## config.mk

```make
export PLATFORM = sky130hd
export DESIGN_NAME = bju_top
export DESIGN_NICKNAME = d
export VERILOG_FILES = /design/src/rtl/bju_pkg.sv /design/src/rtl/bju_cond.sv /design/src/rtl/bju_addr.sv /design/src/rtl/bju_top.sv
export SDC_FILE = /design/constraint.sdc
export NUM_CORES = 1
export LEC_CHECK = 0
export ABC_AREA = 0
export BUFFER_PORTS_ARGS = -buffer_cell sky130_fd_sc_hd__buf_2
export CAP_MARGIN = 20
export CELL_PAD_IN_SITES_DETAIL_PLACEMENT = 0
export CELL_PAD_IN_SITES_GLOBAL_PLACEMENT = 1
export CORE_ASPECT_RATIO = 0.6
export CORE_MARGIN = 1
export CORE_UTILIZATION = 27
export DETAILED_ROUTE_END_ITERATION = 6
export MAX_ROUTING_LAYER = met4
export PLACE_DENSITY_LB_ADDON = 0.1
export RECOVER_POWER = 50
export SYNTH_ARGS = -nofsm -noshare
export SYNTH_HDL_FRONTEND = slang
export SYNTH_SLANG_ARGS = --single-unit
```

## constraint.sdc

```tcl
create_clock -name clk -period 4.7 [get_ports clk]
set_input_delay 0.47 -clock clk [delete_from_list [all_inputs] [get_ports clk]]
set_output_delay 0.47 -clock clk [all_outputs]
set_load 0.005 [all_outputs]
```

## src/rtl/bju_pkg.sv

```systemverilog
// Package: shared widths and operation codes for the branch/jump unit.
// Assumes a 32-bit address space with word-aligned instructions.
package bju_pkg;
    localparam int XLEN  = 32;
    localparam int OFFW  = 16;
    localparam int IDXW  = 26;
    localparam int OPW   = 4;

    typedef enum logic [OPW-1:0] {
        OP_NONE  = 4'd0,
        OP_JP    = 4'd1,
        OP_JPL   = 4'd2,
        OP_JR    = 4'd3,
        OP_JRL   = 4'd4,
        OP_BEQ   = 4'd5,
        OP_BNE   = 4'd6,
        OP_BLEZ  = 4'd7,
        OP_BGTZ  = 4'd8,
        OP_BLTZ  = 4'd9,
        OP_BGEZ  = 4'd10,
        OP_BLTZL = 4'd11,
        OP_BGEZL = 4'd12
    } bju_op_e;

    typedef struct packed {
        logic is_jp;
        logic is_jr;
        logic is_br;
        logic is_link;
        logic cond;
    } bju_dec_t;
endpackage

```

## src/rtl/bju_cond.sv

```systemverilog
// Module: decodes the operation code and evaluates the branch condition.
// Assumes register values are two's complement; unknown codes decode to nothing.
module bju_cond
    import bju_pkg::*;
#(
    parameter int W = XLEN
) (
    input  logic [OPW-1:0] op_i,
    input  logic [W-1:0]   rs_i,
    input  logic [W-1:0]   rt_i,
    output bju_dec_t       dec_o
);
    logic rs_zero;
    logic rs_neg;

    // Sign and zero flags of the first operand.
    always_comb begin
        rs_zero = (rs_i == '0);
        rs_neg  = rs_i[W-1];
    end

    // Classify the operation and compute whether its condition holds.
    always_comb begin
        dec_o = '0;
        case (op_i)
            OP_JP:    begin dec_o.is_jp = 1'b1; dec_o.cond = 1'b1; end
            OP_JPL:   begin dec_o.is_jp = 1'b1; dec_o.cond = 1'b1; dec_o.is_link = 1'b1; end
            OP_JR:    begin dec_o.is_jr = 1'b1; dec_o.cond = 1'b1; end
            OP_JRL:   begin dec_o.is_jr = 1'b1; dec_o.cond = 1'b1; dec_o.is_link = 1'b1; end
            OP_BEQ:   begin dec_o.is_br = 1'b1; dec_o.cond = (rs_i == rt_i); end
            OP_BNE:   begin dec_o.is_br = 1'b1; dec_o.cond = (rs_i != rt_i); end
            OP_BLEZ:  begin dec_o.is_br = 1'b1; dec_o.cond = rs_neg | rs_zero; end
            OP_BGTZ:  begin dec_o.is_br = 1'b1; dec_o.cond = ~rs_neg & ~rs_zero; end
            OP_BLTZ:  begin dec_o.is_br = 1'b1; dec_o.cond = rs_neg; end
            OP_BGEZ:  begin dec_o.is_br = 1'b1; dec_o.cond = ~rs_neg; end
            OP_BLTZL: begin dec_o.is_br = 1'b1; dec_o.cond = rs_neg; dec_o.is_link = 1'b1; end
            OP_BGEZL: begin dec_o.is_br = 1'b1; dec_o.cond = ~rs_neg; dec_o.is_link = 1'b1; end
            default:  dec_o = '0;
        endcase
    end

    // At most one transfer class is selected for any code.
    always_comb begin
        assert ($onehot0({dec_o.is_jp, dec_o.is_jr, dec_o.is_br}))
            else $error("p_one_class_r9 violated");
    end
endmodule

```

## src/rtl/bju_addr.sv

```systemverilog
// Module: forms the candidate destinations and the return address.
// Assumes instructions are 4 bytes; all sums wrap at the address width.
module bju_addr
    import bju_pkg::*;
#(
    parameter int W  = XLEN,
    parameter int OW = OFFW,
    parameter int IW = IDXW
) (
    input  logic [W-1:0]  pc_i,
    input  logic [OW-1:0] off_i,
    input  logic [IW-1:0] idx_i,
    output logic [W-1:0]  br_tgt_o,
    output logic [W-1:0]  jp_tgt_o,
    output logic [W-1:0]  link_o
);
    localparam int PGW = W - IW - 2;
    localparam int SXW = W - OW - 2;

    logic [W-1:0] slot_pc;
    logic [W-1:0] disp;

    // Delay-slot address and the scaled, sign-extended displacement.
    always_comb begin
        slot_pc = pc_i + W'(4);
        disp    = {{SXW{off_i[OW-1]}}, off_i, 2'b00};
    end

    // Destinations and return address.
    always_comb begin
        br_tgt_o = slot_pc + disp;
        jp_tgt_o = {slot_pc[W-1 -: PGW], idx_i, 2'b00};
        link_o   = pc_i + W'(8);
    end
endmodule

```

## src/rtl/bju_top.sv

```systemverilog
// Module: branch and jump target unit; registers one decision per cycle.
// Assumes the decoder supplies a valid strobe and the operand values are
// already forwarded. Misaligned register jumps are reported, not taken.
module bju_top
    import bju_pkg::*;
#(
    parameter int W  = XLEN,
    parameter int OW = OFFW,
    parameter int IW = IDXW
) (
    input  logic           clk,
    input  logic           rst_n,
    input  logic           vld_i,
    input  logic [OPW-1:0] op_i,
    input  logic [W-1:0]   pc_i,
    input  logic [W-1:0]   rs_i,
    input  logic [W-1:0]   rt_i,
    input  logic [OW-1:0]  off_i,
    input  logic [IW-1:0]  idx_i,
    output logic           taken_o,
    output logic [W-1:0]   target_o,
    output logic           link_we_o,
    output logic [W-1:0]   link_val_o,
    output logic           addr_err_o
);
    bju_dec_t     dec;
    logic [W-1:0] br_tgt;
    logic [W-1:0] jp_tgt;
    logic [W-1:0] link_val;
    logic         misalign;
    logic         nx_taken;
    logic         nx_link;
    logic         nx_err;
    logic [W-1:0] nx_tgt;

    bju_cond #(.W(W)) u_cond (
        .op_i (op_i),
        .rs_i (rs_i),
        .rt_i (rt_i),
        .dec_o(dec)
    );

    bju_addr #(.W(W), .OW(OW), .IW(IW)) u_addr (
        .pc_i    (pc_i),
        .off_i   (off_i),
        .idx_i   (idx_i),
        .br_tgt_o(br_tgt),
        .jp_tgt_o(jp_tgt),
        .link_o  (link_val)
    );

    // Combine decode, condition and alignment into next-state values.
    always_comb begin
        misalign = dec.is_jr & (rs_i[1:0] != 2'b00);
        nx_err   = vld_i & misalign;
        nx_taken = vld_i & dec.cond & ~misalign;
        nx_link  = vld_i & dec.is_link & ~misalign;
        if (dec.is_jr)      nx_tgt = rs_i;
        else if (dec.is_jp) nx_tgt = jp_tgt;
        else                nx_tgt = br_tgt;
    end

    // Output register with synchronous active-low reset.
    always_ff @(posedge clk) begin
        if (!rst_n) begin
            taken_o    <= 1'b0;
            link_we_o  <= 1'b0;
            addr_err_o <= 1'b0;
            target_o   <= '0;
            link_val_o <= '0;
        end else begin
            taken_o    <= nx_taken;
            link_we_o  <= nx_link;
            addr_err_o <= nx_err;
            if (vld_i) begin
                target_o   <= nx_tgt;
                link_val_o <= link_val;
            end
        end
    end

    // An error cancels both the transfer and the link write.
    p_err_cancels_r4: assert property (@(posedge clk) disable iff (!rst_n)
        addr_err_o |-> (!taken_o && !link_we_o));

    // A link write carries the instruction address plus 8.
    p_link_value_r7: assert property (@(posedge clk) disable iff (!rst_n)
        link_we_o |-> (link_val_o == $past(pc_i) + W'(8)));

    // No valid input, no activity on the next cycle.
    p_idle_quiet_r8: assert property (@(posedge clk) disable iff (!rst_n)
        !vld_i |=> (!taken_o && !link_we_o && !addr_err_o));

    // A taken register jump lands on a word boundary.
    p_reg_aligned_r3: assert property (@(posedge clk) disable iff (!rst_n)
        taken_o |-> (target_o[1:0] == 2'b00 || $past(op_i) != OP_JR && $past(op_i) != OP_JRL));

    // Reset clears every flag on the following edge.
    p_reset_clear_r1: assert property (@(posedge clk)
        !rst_n |=> (!taken_o && !link_we_o && !addr_err_o));
endmodule

```

==> impl_summary.md <==
Run status
The run finished with clean final reports.

Global route
The total overflow left after global routing is 0. The pin count of the biggest net entering global routing is 62. The via count of the first global-routing pass came to 6,407. The number of antenna violations at the first check in global routing is 2. The overall fraction of global-route tracks in use is 21.4%. The first global-routing pass estimated 36,800 microns of wire.

Floorplan
The die is 195 microns wide. The floorplan has 41 rows. The chip height is 118 microns. The initial core utilization is 28.1%. After floorplanning, the core was sized to cover 21,400 sq um.

The area of the die is 22,900 sq um. The number of top-level pins is 212.

Yosys
The total of flip-flops plus latches after synthesis is 67. The Yosys step of the flow raised 0 warnings. By area the synthesized netlist is led by dfxtp_1 22%, xnor2_1 11%, nand2_1 7.3%. Yosys mapped a number of flops with a built-in enable equal to 0. The synthesized netlist cell count is 786. The biggest area consumer among synthesized cells is dfxtp_1.

The share of synthesized area in the top cell type comes to 22.3%. The count of unique library cells instantiated by Yosys is 67. In the synthesized netlist the dominant register cell turns out to be dfxtp_1.

The async set or reset register ratio after synthesis is 0%. The cell area that synthesis handed to floorplanning was 6010 sq um. The net count after synthesis is 967. The sequential area share after synthesis is 22.3%. The average cell area after synthesis is 7.65 sq um.

Timing
The part of the cycle the worst path needs is 85.8%. For the pin with the worst max-slew slack, the measured transition is 0.943 ns. Derived from the worst setup path, the maximum achievable clock frequency is 248 MHz. Setup repair after global routing left no endpoint under its margin.

The number of hold violations in the final report is 0. The max-slew violation count is 0. Setup violations remaining at the end of the flow were counted as 0.

Across all hold checks on the routed design, the worst slack comes to 0.408 ns. The clock arrives with 0 ns of skew. Setup total negative slack on the finished layout was measured at 0 ns.

Once routing completed, OpenROAD measured the worst setup slack at 0.665 ns. The final critical path time including I/O delays and setup is 4.03 ns. The worst slew margin relative to its limit is 37.0%.

Setup path
The reg-to-reg setup timing slack is 3.88 ns. The maximum fanout along the worst path is 5. The most critical setup path has its startpoint at pc_i[2]. The endpoint required time on the critical path is 4.89 ns. By startpoint and endpoint, the worst setup path is classified as in -> reg. The critical path startpoint category is a primary input. The worst setup path is captured at a register. The worst register-to-register path begins at target_o[28].

The signal arrival time at the worst endpoint is 4.22 ns.

Layout
The summed area of non-filler cells in the final layout is 7620 sq um. The layout cell share with drive strength beyond 1 is 22.2%. The total number of nets in the final design is 1,156.

The leading cell type in the layout, fill and taps excluded is buf_2. The top cell types in the final layout, fill and taps aside, are 169 x buf_2, 117 x nand2_1, 78 x xnor2_1. The growth of design area from synthesis to finish is 26.8%.

Drt
The first-iteration detailed-routing DRC count is 357. Summing over every cut layer, the via total after detailed routing is 6,512. In the final routed layout, each cell accounts on average for 18.8 microns. After detailed routing, the number of vias per cell comes to 5.16. The total wirelength of the detailed-routed design is 23,700 microns.

For this run, design rule violations remaining after detail routing come to 0. The detail route stage leaves a number of antenna-violating nets equal to 0. For this run, the detailed router's first-pass iteration total came to 5.

Pwr
VDD sags by at most 0.000177 V. The total leakage power is 0.00333 uW. The power density over cell area is 274 nW/um^2.

Placed design
Summing all placed instances gives a cell area of 7340 sq um. The detailed-placement wirelength estimate is 19,400 microns. The setup slack after placement is 0.334 ns.

Routability-driven placement finished with a final weighted congestion of 0.896. The number of buffer cells added on primary ports is 211.

CTS
In this run, CTS created clock tree buffers numbering 9. At the later pin of the worst-skew pair, clock insertion delay measures 0.35 ns. The clock drives 67 sinks.

The number of gates resized after cts is 0. After clock tree synthesis, the clock-pin slew on the worst setup and hold paths is 0.06 ns. The TritonCTS clock tree is yes.

In this run the number of H-tree levels came out at 3. The cell sitting at the root of the clock tree is a clkbuf_16. The post-CTS setup-driven buffer insertion count is 0.

The clock passes through at most 2 buffers. Buffers inserted to repair hold after CTS numbered 0.

Min path
The worst hold path class is in -> reg. The startpoint identified for the worst hold timing path is idx_i[19].

Flow run
The tool flagged a number of max-cap violations equal to 0.
-- cell type report --
class / instances / area (sq um)
Antenna cell: 2 / 5.00
Clock buffer: 12 / 256
Clock inverter: 4 / 72.6
Fill cell: 2412 / 13800
Inverter: 11 / 41.3
Multi-Input combinational cell: 663 / 4460
Sequential cell: 67 / 1340
Tap cell: 279 / 349
Timing Repair Buffer: 223 / 1100
-- per-stage QoR --
stage	utilization, %	total power (uW)	cells
final	35.6	2090	1261
after global routing	35.6	2220	1261
after CTS	35.8	2120	1259
after detailed placement	34.3	1340	1243
after global placement	34.3	1350	1243
after floorplan	-	1060	786
-- sequential cells by signal, summed over array words and instances (netlist names) --
name	cells
link_val_o	32
target_o	32
addr_err_o	1
link_we_o	1
taken_o	1
-- cell families after synthesis --
family	share of synthesized area, %
simple gates	23.4
compound gates	26.8
xor+xnor	15.2
flops	22.3
buf+inv	3.62
fa+ha+maj	7.62
mux	1.17
-- worst max-delay path, cell delays in order --
cell       delay [ns]
buf_2            0.15
ha_1             0.22
nand3_1          0.15
or3_4            0.40
or2_2            0.34
xnor2_1          0.13
ha_1             0.35
nand2_1          0.11
a2111oi_0        0.58
a2bb2oi_1        0.25
o311ai_2         0.45
a31oi_1          0.16
o21a_1           0.18
o21ai_0          0.15
a41oi_1          0.13
-- worst paths after layout --
path             endpoint  cells past startpoint
min reg2reg  target_o[18]                      2
max reg2reg  target_o[28]                      3
max          target_o[27]                     15
min          target_o[21]                      3
-- synthesized netlist by cell type (3+ instances only) --
cell	count
and2_1	3
dfxtp_1	67
o21ai_0	51
a22oi_1	3
nor2_1	45
o21a_1	7
a2111oi_0	3
o221ai_1	9
nand2b_1	8
and4_1	4
xor2_1	26
nand2_1	117
nor3_1	4
a31oi_1	6
buf_2	6
o211a_1	32
and3_1	4
nand3_1	32
mux2i_1	7
a21o_1	10
nor2b_1	8
a21boi_0	7
inv_1	11
clkbuf_1	37
a211oi_1	7
nand4_1	20
ha_1	35
o21bai_1	4
or3_1	12
xnor2_1	78
a21oi_1	53
nor4_1	10
o211ai_1	18
-- routing by layer --
metal,global-route usage [%],vias to the layer above,routed length [microns]
met5,-,-,0
met4,4.12,0,178
met3,5.42,12,1270
met2,28.4,152,9490
met1,31.9,3105,12800
li1,-,3243,-
-- report_power, final --
| part | total, uW | switching (uW) | internal (uW) |
|---|---|---|---|
| combinational | 673 | 393 | 280 |
| sequential | 645 | 27.1 | 618 |
| clock | 770 | 277 | 493 |
(Power assumes the default switching activity.)
